[config.mk]
export PLATFORM = sky130hd
export DESIGN_NAME = spec_alias_table
export DESIGN_NICKNAME = d
export VERILOG_FILES = /design/src/rtl/sat_pkg.sv /design/src/rtl/sat_cam.sv /design/src/rtl/sat_alloc.sv /design/src/rtl/sat_resp.sv /design/src/rtl/spec_alias_table.sv
export SDC_FILE = /design/constraint.sdc
export NUM_CORES = 1
export LEC_CHECK = 0
export ABC_AREA = 1
export BUFFER_PORTS_ARGS = -buffer_cell sky130_fd_sc_hd__buf_4
export CAP_MARGIN = 40
export CELL_PAD_IN_SITES_DETAIL_PLACEMENT = 0
export CELL_PAD_IN_SITES_GLOBAL_PLACEMENT = 1
export CORE_MARGIN = 3
export CORE_UTILIZATION = 40
export CTS_CLUSTER_SIZE = 8
export DETAILED_ROUTE_END_ITERATION = 16
export GPL_ROUTABILITY_DRIVEN = 0
export HOLD_SLACK_MARGIN = 0.05
export PLACE_DENSITY_LB_ADDON = 0.1
export SYNTH_ARGS = -nofsm -noshare
export SYNTH_HDL_FRONTEND = slang
export SYNTH_SLANG_ARGS = --single-unit
[constraint.sdc]
create_clock -name clk -period 2.6 [get_ports clk]
set_input_delay 0.13 -clock clk [delete_from_list [all_inputs] [get_ports clk]]
set_output_delay 0.13 -clock clk [all_outputs]
set_load 0.01 [all_outputs]
[src/rtl/sat_pkg.sv]
package sat_pkg;

  // Registered check answer.
  typedef struct packed {
    logic vld;
    logic pass;
  } sat_rsp_t;

  localparam sat_rsp_t SAT_RSP_IDLE = '{vld: 1'b0, pass: 1'b0};

endpackage

[src/rtl/sat_cam.sv]
module sat_cam #(
  parameter int ENTRIES  = 16,
  parameter int TAG_W    = 7,
  parameter int ADDR_W   = 32,
  parameter int GRAN_LSB = 3,
  parameter int IDX_W    = $clog2(ENTRIES),
  localparam int GRAN_W  = ADDR_W - GRAN_LSB
) (
  input  logic               clk,
  input  logic               rst,
  // lookup keys
  input  logic [TAG_W-1:0]   ld_tag,
  input  logic [TAG_W-1:0]   chk_tag,
  input  logic [GRAN_W-1:0]  st_gran,
  // update
  input  logic               wr_en,
  input  logic [IDX_W-1:0]   wr_idx,
  input  logic [TAG_W-1:0]   wr_tag,
  input  logic [GRAN_W-1:0]  wr_gran,
  input  logic [ENTRIES-1:0] kill,
  // per-entry results
  output logic [ENTRIES-1:0] ent_valid,
  output logic [ENTRIES-1:0] ld_hit,
  output logic [ENTRIES-1:0] chk_hit,
  output logic [ENTRIES-1:0] st_hit
);

  logic [TAG_W-1:0]  tag_q  [ENTRIES];
  logic [GRAN_W-1:0] gran_q [ENTRIES];

  for (genvar e = 0; e < ENTRIES; e++) begin : g_ent
    logic sel;
    assign sel = wr_en && (wr_idx == IDX_W'(e));

    // Valid bit: reset, then insert beats kill (insert applied last).
    always_ff @(posedge clk) begin
      if (rst) begin
        ent_valid[e] <= 1'b0;
      end else if (sel) begin
        ent_valid[e] <= 1'b1;
      end else if (kill[e]) begin
        ent_valid[e] <= 1'b0;
      end
    end

    // Payload: no reset needed, qualified by the valid bit.
    always_ff @(posedge clk) begin
      if (sel) begin
        tag_q[e]  <= wr_tag;
        gran_q[e] <= wr_gran;
      end
    end

    assign ld_hit[e]  = ent_valid[e] && (tag_q[e]  == ld_tag);
    assign chk_hit[e] = ent_valid[e] && (tag_q[e]  == chk_tag);
    assign st_hit[e]  = ent_valid[e] && (gran_q[e] == st_gran);
  end

endmodule

[src/rtl/sat_alloc.sv]
module sat_alloc #(
  parameter int ENTRIES = 16,
  parameter int IDX_W   = $clog2(ENTRIES)
) (
  input  logic               clk,
  input  logic               rst,
  input  logic               ld_valid,
  input  logic [ENTRIES-1:0] ld_hit,
  input  logic [ENTRIES-1:0] ent_valid,
  output logic [IDX_W-1:0]   wr_idx
);

  logic [IDX_W-1:0] rr_q;
  logic [IDX_W-1:0] hit_idx;
  logic [IDX_W-1:0] free_idx;
  logic             any_hit;
  logic             any_free;
  logic             replace;

  // Lowest-numbered set bit wins in both encoders.
  always_comb begin
    hit_idx  = '0;
    free_idx = '0;
    for (int i = ENTRIES - 1; i >= 0; i--) begin
      if (ld_hit[i])     hit_idx  = IDX_W'(i);
      if (!ent_valid[i]) free_idx = IDX_W'(i);
    end
  end

  assign any_hit  = |ld_hit;
  assign any_free = ~&ent_valid;
  assign replace  = ld_valid && !any_hit && !any_free;

  always_comb begin
    if (any_hit)       wr_idx = hit_idx;
    else if (any_free) wr_idx = free_idx;
    else               wr_idx = rr_q;
  end

  always_ff @(posedge clk) begin
    if (rst) begin
      rr_q <= '0;
    end else if (replace) begin
      rr_q <= (rr_q == IDX_W'(ENTRIES - 1)) ? '0 : rr_q + 1'b1;
    end
  end

endmodule

[src/rtl/sat_resp.sv]
module sat_resp
  import sat_pkg::*;
#(
  parameter int ENTRIES = 16
) (
  input  logic               clk,
  input  logic               rst,
  input  logic               chk_valid,
  input  logic [ENTRIES-1:0] chk_hit,
  output logic               rsp_valid,
  output logic               rsp_pass
);

  sat_rsp_t rsp_q;

  always_ff @(posedge clk) begin
    if (rst) begin
      rsp_q <= SAT_RSP_IDLE;
    end else begin
      rsp_q.vld  <= chk_valid;
      rsp_q.pass <= chk_valid && (|chk_hit);
    end
  end

  assign rsp_valid = rsp_q.vld;
  assign rsp_pass  = rsp_q.pass;

endmodule

[src/rtl/spec_alias_table.sv]
module spec_alias_table #(
  parameter int ENTRIES  = 16,
  parameter int TAG_W    = 7,
  parameter int ADDR_W   = 32,
  parameter int GRAN_LSB = 3,
  localparam int IDX_W   = $clog2(ENTRIES),
  localparam int GRAN_W  = ADDR_W - GRAN_LSB
) (
  input  logic              clk,
  input  logic              rst,
  input  logic              ld_valid,
  input  logic [TAG_W-1:0]  ld_tag,
  input  logic [ADDR_W-1:0] ld_addr,
  input  logic              st_valid,
  input  logic [ADDR_W-1:0] st_addr,
  input  logic              chk_valid,
  input  logic [TAG_W-1:0]  chk_tag,
  input  logic              chk_clear,
  output logic              rsp_valid,
  output logic              rsp_pass
);

  logic [ENTRIES-1:0] ent_valid;
  logic [ENTRIES-1:0] ld_hit;
  logic [ENTRIES-1:0] chk_hit;
  logic [ENTRIES-1:0] st_hit;
  logic [ENTRIES-1:0] kill;
  logic [IDX_W-1:0]   wr_idx;
  logic               unused_low_bits;

  // Byte offsets inside a granule take no part in matching.
  assign unused_low_bits = ^{ld_addr[GRAN_LSB-1:0], st_addr[GRAN_LSB-1:0]};

  // Store snoop and passing clear-on-check both empty entries.
  assign kill = ({ENTRIES{st_valid}} & st_hit)
              | ({ENTRIES{chk_valid && chk_clear}} & chk_hit);

  sat_cam #(
    .ENTRIES (ENTRIES),
    .TAG_W   (TAG_W),
    .ADDR_W  (ADDR_W),
    .GRAN_LSB(GRAN_LSB),
    .IDX_W   (IDX_W)
  ) cam_i (
    .clk      (clk),
    .rst      (rst),
    .ld_tag   (ld_tag),
    .chk_tag  (chk_tag),
    .st_gran  (st_addr[ADDR_W-1:GRAN_LSB]),
    .wr_en    (ld_valid),
    .wr_idx   (wr_idx),
    .wr_tag   (ld_tag),
    .wr_gran  (ld_addr[ADDR_W-1:GRAN_LSB]),
    .kill     (kill),
    .ent_valid(ent_valid),
    .ld_hit   (ld_hit),
    .chk_hit  (chk_hit),
    .st_hit   (st_hit)
  );

  sat_alloc #(
    .ENTRIES(ENTRIES),
    .IDX_W  (IDX_W)
  ) alloc_i (
    .clk      (clk),
    .rst      (rst),
    .ld_valid (ld_valid),
    .ld_hit   (ld_hit),
    .ent_valid(ent_valid),
    .wr_idx   (wr_idx)
  );

  sat_resp #(
    .ENTRIES(ENTRIES)
  ) resp_i (
    .clk      (clk),
    .rst      (rst),
    .chk_valid(chk_valid),
    .chk_hit  (chk_hit),
    .rsp_valid(rsp_valid),
    .rsp_pass (rsp_pass)
  );

endmodule

==> results.md, run 1 <==
- Internal power comes to 17.38 mW.
- Sequential cells account for 47.1% of the total power.
- The deepest clock path buffer count is 3.
- The die covers 71610 um^2.
- The number of global-route vias before repair is 20.73k.
- For the finished layout, the period the worst path requires is 2.883 ns.
- The class of the tightest hold or removal check is input port to flip-flop.
- The sort of element at the end of the critical path is a flip-flop.
- In this run the horizontal extent of the chip is 267.6 um.
- The tightest slew margin relative to the limit is 52.02%.
- The wire length of the first global-routing pass is 149000 um.
- For this block, the initial DRC count from the detailed router was 2162.
- In the final design database the tool counted 2888 nets.
- The ratio of routed vias to standard cells is 5.714.
- Setup violations remaining at the end of the flow were counted as 580.
- The smallest setup slack after layout is -0.2825 ns.
- At the pin with the least slew margin, the transition time is 0.7131 ns.
- Compared with the post-synthesis result, the final layout area differs by 29.69%.
- The placed instances occupy a cell area of 31950 um^2.
- The required time of the critical path is 2.91 ns.
- The worst path uses 110.9% of the clock period.
- The core region area is 67510 um^2.
- TritonCTS built the clock tree.
- The number of fill cells in the layout is 5868.
- The worst vdd rail ir drop is 0.0005529 V.
- The leakage power is 12.98 nW.
- Between clock sinks in the finished design, the worst skew comes to 0.01835 ns.
- From bottom edge to top edge, the die measures 267.6 um.
- In this run the core area contains 95 standard-cell rows.
- In this run the worst path has a maximum fanout of 20.
- The total of max-cap violations is 0.
- In this run, synthesis produced a sequential element count of 598.
- The count of placed standard cells including taps is 3489.
- The latest clock arrival within the worst-skew pair is 0.63 ns.
- In the post-synthesis netlist, the biggest area contributors are sky130_fd_sc_hd__edfxtp_1 (63%), sky130_fd_sc_hd__xor2_1 (6.0%), sky130_fd_sc_hd__nand2_1 (5.0%).
- Of the total power, combinational logic draws 8.5%.
- The maximum clock frequency is 0.3469 GHz.
- The clock input transition at the sequential cells of the worst setup and hold paths is 0.05 ns.
- The aggregate global routing overflow is 0.
- The detailed placement HPWL is 72690 um.
- The sequential cell area fraction in the yosys report is 64.79%.
- The critical path is of the flip-flop to flip-flop type.
- The cell area after technology mapping is 27380 um^2.
- Data on the critical path arrives at its endpoint at 3.20 ns.
- The first detailed-routing pass took 6 iterations.
- During placement, the flow inserted port buffers numbering 79.
- The tree is rooted in a sky130_fd_sc_hd__clkbuf_16.
- Setup repair after global routing could not meet its margin everywhere.
- The final-report hold violation count came to 0.
- The largest net degree at the start of global routing is 33.
- The share of total power in the clock network is 44.4%.
- The number of different library cells used by synthesis comes to 59.
- The clock sink total is 598.
- After detailed routing, the average wire length per cell comes to 28.87 um.
- The number of synthesis warnings is 0.
- sky130_fd_sc_hd__edfxtp_1 takes more of the synthesized area than any other cell.
- The worst setup path is launched from a flip-flop.
- For this block, the routed nets add up to 107100 um of wire.
- After synthesis, the largest area contributor takes up 63.18% of total cell area.
- For this run, the total global-route usage over all layers was measured as 29.59%.
- The number of antenna violations at the first check in global routing is 2.
- Once layout is complete, the cells apart from fillers number 3710.
- By instance count, the cell type seen most on the critical path is sky130_fd_sc_hd__nand2_1.
- The total CTS buffers is 85.
- The analysis attributes to net switching a power of 5.343 mW.
- The power density relative to cell area is 640.0 nW/um^2.
- The via count of the routed design is 21.20k.
- The H-tree generated during clock tree synthesis spans 3 levels.
- The fraction of final layout cells sized beyond drive strength 1 is 24.33%.
- Synthesis handed over a netlist of 2258 instances.
- The run finished, with violations left.
- The number of max-slew violations in the final report is 0.
- The number of buffers and inverters on the critical path is 3.
- Setup slack on the worst reg-to-reg path comes out at -0.28 ns.
- Summing all non-filler instances in the final layout gives an area of 35500 um^2.
- The post-route DRC violation count is 0.
- At the end of the flow the core is filled with cells to 52.59%.
- The slowest cell on the critical path is sky130_fd_sc_hd__edfxtp_1.
- The checks that failed: negative setup slack.
- The detail route stage leaves a number of antenna-violating nets equal to 0.
- The count of boundary I/O pins is 86.
- The net count after synthesis is 2343.
- The cell class contributing the biggest share of worst-path delay is simple AND/OR/NAND/NOR gates.
- The net switching fraction of the power is 23.51%.
- The starting density of the core is 40.55%.
- The highest cell delay on the worst timing path is 0.41 ns.
- The mean post-synth cell area is 12.12 um^2.
cell usage after synthesis (all sizes together):
cell / instances
ha: 1
xor2: 189
o22ai: 61
clkinv: 7
o211ai: 11
a21oi: 47
nor2: 120
nor3: 36
o2111a: 1
o221ai: 8
edfxtp: 576
a41oi: 1
dfxtp: 22
o31ai: 3
nand3: 38
o311ai: 6
and3: 1
a21boi: 1
nand4: 74
a211oi: 33
nand3b: 1
or2: 24
o21a: 3
o21bai: 1
xnor2: 117
or4: 4
o2111ai: 26
nor4: 40
clkbuf: 57
a211o: 20
nand2: 371
o41ai: 3
a22o: 7
a2111oi: 23
a221oi: 22
buf: 42
inv: 151
o21ai: 109
or3: 1
repair_timing:
action | in CTS | in global routing
gates cloned | 4 | 6
resized for setup | 32 | 15
pin swaps | 11 | 4
endpoints found under the setup margin | 578 | 594
hold buffers | 56 | 0
buffers inserted | 34 | 3
endpoints found under the hold margin | 561 | 0
cells in the final DEF (no fill, tap or decap), types with 56 or more instances in the layout:
cell and count:
sky130_fd_sc_hd__edfxtp_1 576, sky130_fd_sc_hd__buf_4 437, sky130_fd_sc_hd__nand2_1 355, sky130_fd_sc_hd__xor2_1 189
sky130_fd_sc_hd__inv_1 122, sky130_fd_sc_hd__xnor2_1 117, sky130_fd_sc_hd__nor2_1 111, sky130_fd_sc_hd__o21ai_0 103
sky130_fd_sc_hd__clkbuf_16 91, sky130_fd_sc_hd__nand4_1 73, sky130_fd_sc_hd__o22ai_1 61, sky130_fd_sc_hd__dlygate4sd3_1 56
cell type report:
class / instances / area [um^2] / area share [%]
antenna: 1 / 2.502 / 0.007048
clock buffer: 116 / 2286 / 6.439
clock inverter: 4 / 57.56 / 0.1621
inverter: 158 / 658.1 / 1.854
multi-input combinational: 1404 / 8651 / 24.37
sequential: 598 / 17740 / 49.97
tap: 873 / 1092 / 3.077
timing repair buffer: 556 / 5015 / 14.13
state kept, by name, indices dropped and copies added, names as in the netlist:
signal,count
alloc_i.rr_q,4
cam_i.ent_valid,16
cam_i.gran_q,464
cam_i.tag_q,112
resp_i.rsp_pass,1
resp_i.rsp_valid,1
metal layers:
| layer | up-vias | GRT usage, % | routed length (um) |
|---|---|---|---|
| met3 | 199 | 4.492 | 7604 |
| met2 | 1002 | 50.18 | 51460 |
| met1 | 10690 | 38.99 | 43880 |
| met5 | - | 0 | 0 |
| li1 | 9312 | - | - |
| met4 | 0 | 9.963 | 4166 |
path summary, 6_finish.rpt:
kind	start	to	cells after the start
setup / recovery	cam_i.tag_q[1][50]$_DFFE_PP_	cam_i.gran_q[1][49]$_DFFE_PP_	25
hold / removal	ld_tag[3]	cam_i.tag_q[0][31]$_DFFE_PP_	3
setup reg to reg	cam_i.tag_q[1][50]$_DFFE_PP_	cam_i.gran_q[1][49]$_DFFE_PP_	25
hold reg to reg	alloc_i.rr_q[0]$_SDFFE_PP0P_	alloc_i.rr_q[0]$_SDFFE_PP0P_	2
through the flow:
stage | setup TNS (ns) | setup WS, ns | power (mW) | hold WS [ns]
final | -125.59 | -0.2825 | 22.72 | 0.09865
after global routing | -235.73 | -0.4579 | 23.32 | 0.09294
after CTS | -98.74 | -0.2160 | 22.83 | 0.06553
after detailed placement | -137.15 | -0.2977 | 12.71 | 0.3935
after global placement | -135.17 | -0.3204 | 12.70 | 0.3947
after floorplan | -6.680 | -0.02678 | 11.65 | 0.2289
cells by family after synthesis:
logic type	share of synthesized area (%)
adder cells (fa/ha/maj)	0.04570
buffers and inverters	4.031
flip-flops	64.79
AO/OA/AOI/OAI	9.521
XOR/XNOR	9.790
AND/OR/NAND/NOR	11.82
power groups by stage:
stage	clock [mW]	sequential [mW]	combinational [mW]
final	10.1	10.7	1.93
after global routing	10.6	10.7	2.01
after CTS	10.2	10.7	1.90
after detailed placement	0	10.9	1.81
after global placement	0	10.9	1.81
after floorplan	0	10.9	0.759
worst register-to-register path, cell delays in order (launching register included):
cell and delay, ns:
sky130_fd_sc_hd__edfxtp_1 0.41, sky130_fd_sc_hd__buf_6 0.14, sky130_fd_sc_hd__nand2_2 0.05, sky130_fd_sc_hd__nand2_1 0.05, sky130_fd_sc_hd__nor2_1 0.10, sky130_fd_sc_hd__nand2_1 0.08
sky130_fd_sc_hd__nor2_2 0.10, sky130_fd_sc_hd__nand2_1 0.08, sky130_fd_sc_hd__nand2_1 0.06, sky130_fd_sc_hd__nand2_1 0.05, sky130_fd_sc_hd__nand2_1 0.05, sky130_fd_sc_hd__nand2_1 0.06
sky130_fd_sc_hd__nand2_1 0.08, sky130_fd_sc_hd__nand2_1 0.05, sky130_fd_sc_hd__nand2_1 0.06, sky130_fd_sc_hd__nand2_1 0.05, sky130_fd_sc_hd__nand2_1 0.05, sky130_fd_sc_hd__nand2_1 0.04
sky130_fd_sc_hd__nand2_1 0.05, sky130_fd_sc_hd__nand2_1 0.07, sky130_fd_sc_hd__nand2_2 0.10, sky130_fd_sc_hd__nand2_4 0.09, sky130_fd_sc_hd__nand2_4 0.13, sky130_fd_sc_hd__nand3_1 0.18
sky130_fd_sc_hd__clkinvlp_4 0.17, sky130_fd_sc_hd__buf_12 0.19
Power figures use the tool's default switching activity.
==> run 2: changes to the inputs <==
clock period = 3.4 ns   (was 2.6 ns; I/O delays follow)
==> run 2 against run 1 <==
Against the previous run: the run now ends clean; final cell count down 8.9%; critical path depth fell by 11; sequential share of layout area is 4.5 points higher; final area shrank 8.3%; non-clock buffer count decreased by 329; die area unchanged; core utilization is 4.4 points lower; critical path type unchanged; critical endpoint is now cam_i.gran_q[1][155]$_DFFE_PP_.
==> results.md, run 2 (synthesis results as in run 1) <==
- The maximum clock frequency is 0.3213 GHz (-7.4%).
- The x dimension of the die came to 267.6 um (unchanged).
- The latest clock arrival within the worst-skew pair is 0.63 ns (about the same).
- The setup path with the least slack is of type flip-flop to flip-flop.
- The sort of element at the end of the critical path is a flip-flop.
- The number of global-route vias before repair is 19.02k (-8.2%).
- Clock tree synthesis selected as its root buffer the cell sky130_fd_sc_hd__clkbuf_16.
- The net count reported at finish was 2558 (-11%).
- The fraction of final layout cells sized beyond drive strength 1 was 13.73% (-11 points).
- The number of endpoints failing setup at the final stage was 0 (-100%).
- The clock input transition at the sequential cells of the worst setup and hold paths was 0.05 ns (about the same).
- The share of the core filled with cells came to 48.21% (-4.4 points).
- The critical path goes through inv_2, nor4_2, nand2_1, nor2_1, nand2_1, nand3_1, a21oi_1, o21bai_1, nand2_1, nand2_1, nand2_1, nand3_1, clkinv_1, buf_12.
- The post-route DRC violation count is 0 (unchanged).
- The overall power is 17.16 mW (-25%).
- The total of max-cap violations is 0 (unchanged).
- The final sum of negative setup slack is 0 ns (+125.59 ns).
- The actual transition at the worst max-transition pin was 0.8693 ns (+0.1562 ns).
- The die area is 71610 um^2 (unchanged).
- The deepest clock path buffer count is 3 (unchanged).
- The leakage power is 11.35 nW (-13%).
- The final-report hold violation count came to 0 (unchanged).
- The number of violations reported at the end of detailed-routing iteration 0 is 2097 (-3.0%).
- The average routed wire per standard cell was 29.23 um (+1.2%).
- The number of levels the H-tree was split into was 3 (unchanged).
- The arrival time of data at the critical path endpoint is 3.46 ns (+0.26 ns).
- The highest cell delay on the worst timing path is 0.54 ns (+0.13 ns).
- The core region area is 67510 um^2 (unchanged).
- The detailed placement HPWL is 66420 um (-8.6%).
- The number of antenna diodes is 0 (-1).
- The overall global routing resource usage is 27.51% (-2.1 points).
- Setup repair after global routing left no endpoint under its margin.
- In the final layout, the registers with the most flip-flops are cam_i.gran_q (464), cam_i.tag_q (112), cam_i.ent_valid (16).
- The required time of the critical path was 3.75 ns (+0.84 ns).
- The count of boundary I/O pins is 86 (unchanged).
- The number of max-slew violations in the final report is 0 (unchanged).
- The wire length of the first global-routing pass was 138200 um (-7.2%).
- The worst vdd rail ir drop was 0.0004401 V (-20%).
- The count of nets left with antenna violations after detail routing is 0 (unchanged).
- The number of core rows is 95 (unchanged).
- The number of I/O port buffers came to 79 (unchanged).
- The total CTS buffers is 85 (unchanged).
- The largest net degree at the start of global routing came to 37 (+12%).
- TritonCTS built the clock tree.
- The final period demand of the worst path is 3.112 ns (+0.2297 ns).
- The number of search-and-repair iterations in the first detailed-routing pass is 5 (-1).
- The most repeated library cell on the critical path is sky130_fd_sc_hd__nand2_1.
- The tightest slew margin relative to the limit is 41.98% (-10 points).
- The number of buffers and inverters on the critical path came to 3 (unchanged).
- The starting density of the core was 40.55% (unchanged).
- The quantity of gates resized following cts is 0 (-100%).
- The overall die height is 267.6 um (unchanged).
- The via count of the routed design is 19.45k (-8.2%).
- cam_i.gran_q holds more flip-flops than any other register.
- The path class of the tightest hold or removal check is input port to flip-flop.
- The power density relative to cell area is 527.1 nW/um^2 (-18%).
- The worst clock skew on the final layout is 0.02230 ns (+0.003955 ns).
- The cell class contributing the biggest share of worst-path delay is simple AND/OR/NAND/NOR gates.
- The detailed-route wire length is 98770 um (-7.8%).
- The library cells used most frequently in the layout, excluding fill and tap cells, are sky130_fd_sc_hd__edfxtp_1 (576), sky130_fd_sc_hd__nand2_1 (362), sky130_fd_sc_hd__xor2_1 (189), sky130_fd_sc_hd__buf_4 (155), sky130_fd_sc_hd__inv_1 (125).
- The aggregate global routing overflow is 0 (unchanged).
- STA classifies the critical path startpoint as a flip-flop.
- The run finished with clean final reports.
- The largest fanout on the critical path is 29 (+45%).
- The clock sink total is 598 (unchanged).
- The number of antenna violations at the first check in global routing is 3 (+1).
- The part of the cycle the worst path needs is 91.54% (-19 points).
- The commonest non-fill, non-tap cell in the layout is sky130_fd_sc_hd__edfxtp_1.
- For this design, the slowest cell found on the critical path is sky130_fd_sc_hd__dfxtp_1.
- Relative to the synthesized area, the layout overhead comes to 18.90%.
- The flip-flop count of the largest register, all copies and words added is 464 (unchanged).
- The ratio of routed vias to standard cells is 5.757 (+0.74%).
run 2: cell count changes in the layout (fill, tap and decap cells not counted), moves of 4 or more:
cell | before | now
sky130_fd_sc_hd__buf_12 | 41 | 29
sky130_fd_sc_hd__buf_4 | 437 | 155
sky130_fd_sc_hd__buf_6 | 12 | 0
sky130_fd_sc_hd__clkbuf_1 | 29 | 25
sky130_fd_sc_hd__clkbuf_16 | 91 | 86
sky130_fd_sc_hd__clkinv_1 | 7 | 18
sky130_fd_sc_hd__clkinvlp_4 | 16 | 1
sky130_fd_sc_hd__dlygate4sd3_1 | 56 | 39
sky130_fd_sc_hd__inv_2 | 11 | 15
sky130_fd_sc_hd__nand2_1 | 355 | 362
sky130_fd_sc_hd__nand2_2 | 12 | 5
sky130_fd_sc_hd__nand3_1 | 30 | 37
sky130_fd_sc_hd__nand3_2 | 8 | 1
run 2: worst paths after layout:
kind                                                  startpoint                              end  slack, ns  cells after the start
worst max-delay path            cam_i.ent_valid[11]$_SDFFE_PP0P_   cam_i.gran_q[1][155]$_DFFE_PP_       0.29                     14
worst min-delay path                                  chk_tag[1]  cam_i.ent_valid[4]$_SDFFE_PP0P_       0.25                      5
worst max register to register  cam_i.ent_valid[11]$_SDFFE_PP0P_   cam_i.gran_q[1][155]$_DFFE_PP_       0.29                     14
worst min register to register      alloc_i.rr_q[1]$_SDFFE_PP0P_     alloc_i.rr_q[1]$_SDFFE_PP0P_       0.49                      2
run 2: metal layers:
metal  share of wire (%)  global-route usage, %  up-vias
met5                   0                      0        -
met2                  48                  45.68      801
li1                    -                      -     8636
met4                 2.4                  7.015        0
met3                 6.8                  4.419      132
met1                  43                  37.84     9883
run 2: timing repair:
action / CTS / global route
buffers inserted: 0 / 0
hold buffers: 39 / 0
hold endpoints to repair: 555 / 0
run 2: metrics by stage:
stage | hold WS [ns] | cell area (um^2) | setup slack [ns] | std cells
final | 0.2450 | 32550 | 0.2878 | 3379
after global routing | 0.2866 | 32550 | 0.04473 | 3379
after global placement | 0.4718 | 29710 | 0.3460 | 3216
after detailed placement | 0.4896 | 29790 | 0.3153 | 3220
after floorplan | 0.2689 | 27380 | 0.5676 | 2258
after CTS | 0.2158 | 32550 | 0.2973 | 3379
run 2: worst min-delay path: cells and delay by family:
family	cells	cell delay, ns
xor gates and xnor gates	1	0.08
buffers and inverters	1	0.16
and+or+nand+nor	1	0.16
AOI/OAI and AO/OA	2	0.23
run 2: cell type report:
cell class	instances	area, um^2
Clock buffer	111	2246
Clock inverter	9	117.6
Fill cell	6030	34970
Inverter	158	598.1
Multi-Input combinational cell	1403	8542
Sequential cell	598	17740
Tap cell	873	1092
Timing Repair Buffer	227	2216
run 2: report_power, final:
part           internal, mW  switching, mW  leakage (nW)  total (mW)
Clock                  4.57           3.10          1.14        7.67
Sequential             8.16         0.0364          5.38        8.20
Combinational         0.398          0.887          4.83        1.28
==> run 3: changes to the inputs <==
REMOVE_ABC_BUFFERS = 1   (was default)
==> run 3 against run 2 <==
Against the previous run: final area down 0.68%; sequential cell count did not move; count of clock-buffer cells in the layout is the same; non-clock buffer count shrank 4; hold slack worse by 0.073 ns; register-to-register slack is essentially flat; via count is 0.39% lower; first-iteration DRC count up 9.3%; highest routed layer is now met5; maximum frequency about the same; core utilization shrank 0.33 points; combinational power hardly changed.
==> results.md, run 3 (synthesis results as in run 1) <==
- The post-CTS repair timing setup buffer count was 0 (unchanged).
- The detailed-route wire length is 98230 um (-0.55%).
- The smallest setup slack after layout came to 0.2892 ns (+0.001394 ns).
- Traced cell by cell, the critical path runs through inv_1, nor4_2, nand2_1, nor2_1, nand2_1, nand3_1, a21oi_1, o21bai_1, nand2_1, a21oi_4, nand4_1, inv_1, buf_12.
- The cell-internal power came to 13.05 mW (-0.63%).
- The starting density of the core is 40.55% (unchanged).
- The number of max-slew violations in the final report is 0 (unchanged).
- STA classifies the critical path startpoint as a flip-flop.
- The clock input transition at the sequential cells of the worst setup and hold paths came to 0.05 ns (about the same).
- The largest net degree at the start of global routing is 37 (unchanged).
- The number of antenna diodes is 0 (unchanged).
- The net switching fraction of the power is 23.37% (-0.088 points).
- The layout overhead on the synthesized area is 18.09%.
- The number of buffers and inverters on the critical path is 3 (unchanged).
- The tightest slew margin relative to the limit is 40.27% (-1.7 points).
- The largest fanout on the critical path is 29 (unchanged).
- The flip-flop count of the largest register, all copies and words added is 464 (unchanged).
- The core region area is 67510 um^2 (unchanged).
- The library cells used most frequently in the layout, excluding fill and tap cells, are sky130_fd_sc_hd__edfxtp_1 (576), sky130_fd_sc_hd__nand2_1 (362), sky130_fd_sc_hd__xor2_1 (189), sky130_fd_sc_hd__buf_4 (159), sky130_fd_sc_hd__inv_1 (131).
- The total of max-cap violations is 0 (unchanged).
- The total CTS buffers came to 84 (-1.2%).
- The latest clock arrival within the worst-skew pair is 0.62 ns (about the same).
- The clock sink total is 598 (unchanged).
- The sort of element at the end of the critical path is a flip-flop.
- The sequential fraction of design power is 48.1% (+0.3 points).
- The number of search-and-repair iterations in the first detailed-routing pass is 6 (+1).
- The wire length of the first global-routing pass is 137600 um (-0.41%).
- The via count of the routed design is 19.38k (-0.39%).
- The fraction of final layout cells sized beyond drive strength 1 is 13.33% (-0.40 points).
- The x dimension of the die is 267.6 um (unchanged).
- The largest registers in the layout are cam_i.gran_q (464), cam_i.tag_q (112), cam_i.ent_valid (16).
- The ratio of routed vias to standard cells is 5.748 (-0.15%).
- The critical path is of the flip-flop to flip-flop type.
- The flow ran to the end, and the final reports show no timing, DRC or antenna violations.
- In this design, the largest share of critical-path delay is due to simple AND/OR/NAND/NOR gates.
- The arrival time of data at the critical path endpoint is 3.40 ns (-0.06 ns).
- The overall global routing resource usage is 27.62% (+0.11 points).
- The post-placement setup slack is 0.1971 ns (-0.1182 ns).
- The number of levels the H-tree was split into is 3 (unchanged).
- By instance count, the cell type seen most on the critical path is sky130_fd_sc_hd__nand2_1.
- The actual transition at the worst max-transition pin is 0.8734 ns (+0.004055 ns).
- The maximum clock frequency was 0.3215 GHz (about the same).
- The worst clock skew on the final layout was 0.01537 ns (-0.006938 ns).
- The overall die height was 267.6 um (unchanged).
- The number of endpoints failing setup at the final stage is 0 (unchanged).
- The final period demand of the worst path was 3.111 ns (-0.001394 ns).
- The number of core rows is 95 (unchanged).
- The aggregate global routing overflow came to 0 (unchanged).
- The highest cell delay on the worst timing path was 0.44 ns (-0.10 ns).
- The worst hold path begins at st_addr[4].
- The share of total power in the clock network is 44.3% (-0.4 points).
- The count of nets left with antenna violations after detail routing is 0 (unchanged).
- TritonCTS built the clock tree.
- The startpoint identified for the worst register-to-register timing path is cam_i.ent_valid[10]$_SDFFE_PP0P_.
- The net count reported at finish is 2553 (-0.20%).
- The number of antenna violations at the first check in global routing is 6 (+3).
- The net switching power figure is 3.980 mW (-1.1%).
- The worst vdd rail ir drop came to 0.0003870 V (-12%).
- The average routed wire per standard cell is 29.14 um (-0.31%).
- The count of boundary I/O pins is 86 (unchanged).
- The clock tree root driver cell is sky130_fd_sc_hd__clkbuf_16.
- The number of violations reported at the end of detailed-routing iteration 0 came to 2292 (+9.3%).
- The die area is 71610 um^2 (unchanged).
- The number of I/O port buffers is 79 (unchanged).
- For this design, the slowest cell found on the critical path is sky130_fd_sc_hd__nor4_2.
- The detailed placement HPWL came to 63420 um (-4.5%).
- The part of the cycle the worst path needs was 91.49% (about the same).
- The worst hold path belongs to the class input port to flip-flop.
- The final-report hold violation count is 0 (unchanged).
- Setup repair after global routing left no endpoint under its margin.
- The final sum of negative setup slack was 0 ns (unchanged).
- The deepest clock path buffer count is 3 (unchanged).
- The number of global-route vias before repair is 18.84k (-0.97%).
- The commonest non-fill, non-tap cell in the layout is sky130_fd_sc_hd__edfxtp_1.
- The post-route DRC violation count is 0 (unchanged).
- The worst hold-check slack is 0.1718 ns (-0.07319 ns).
- The leakage power is 11.30 nW (-0.46%).
- The launch point of the critical path is cam_i.ent_valid[10]$_SDFFE_PP0P_.
- The power density relative to cell area was 526.7 nW/um^2 (about the same).
- The top register by number of flip-flops is cam_i.gran_q.
- The combinational share of power is 7.6% (about the same).
- The required time of the critical path was 3.69 ns (-0.06 ns).
[run 3: per-layer routing]
layer  global-route usage [%]  routed length [um]  vias up
met4                    12.69                4682        6
met5                        0                  39        -
met2                    44.17               45200      934
li1                         -                   -     8619
met1                    35.88               39750     9586
met3                    6.357                8559      232
[run 3: path summary, 6_finish.rpt]
path / to / slack (ns) / cells past startpoint
worst max-delay path: cam_i.gran_q[0][78]$_DFFE_PP_ / 0.29 / 13
worst min-delay path: cam_i.ent_valid[2]$_SDFFE_PP0P_ / 0.17 / 5
worst max register to register: cam_i.gran_q[0][78]$_DFFE_PP_ / 0.29 / 13
worst min register to register: alloc_i.rr_q[0]$_SDFFE_PP0P_ / 0.50 / 2
[run 3: area by class of cell]
type	instances	area, um^2
Inverter	158	598.1
Timing Repair Buffer	223	2082
Clock buffer	111	2225
Sequential cell	598	17740
Clock inverter	5	58.81
Tap cell	873	1092
Fill cell	6141	35190
Multi-Input combinational cell	1403	8534
[run 3: through the flow]
step | instances | power, mW | area, um^2 | utilization (%)
floorplan | 2159 | 8.791 | 26870 | -
global placement | 3214 | 9.572 | 29620 | 43.87
detailed placement | 3216 | 9.581 | 29650 | 43.92
CTS | 3371 | 17.15 | 32330 | 47.88
global route | 3371 | 17.56 | 32330 | 47.88
finish | 3371 | 17.03 | 32330 | 47.88
[run 3: worst min-delay path, delay by kind of cell]
| family | cells | cell delay, ns |
|---|---|---|
| simple gates | 1 | 0.12 |
| buf+inv | 1 | 0.15 |
| compound gates | 2 | 0.21 |
| xor+xnor | 1 | 0.09 |
[run 3: power groups by stage]
stage	Clock, mW	Combinational (mW)	Sequential, mW
after floorplan	0	0.461	8.33
after global placement	0	1.24	8.33
after detailed placement	0	1.25	8.33
after CTS	7.67	1.29	8.19
after global routing	8.00	1.36	8.19
final	7.54	1.29	8.19
[run 3: timing repair]
item,in CTS,in global routing
hold endpoints to repair,556,0
hold buffers,39,0
gates resized for setup,0,0
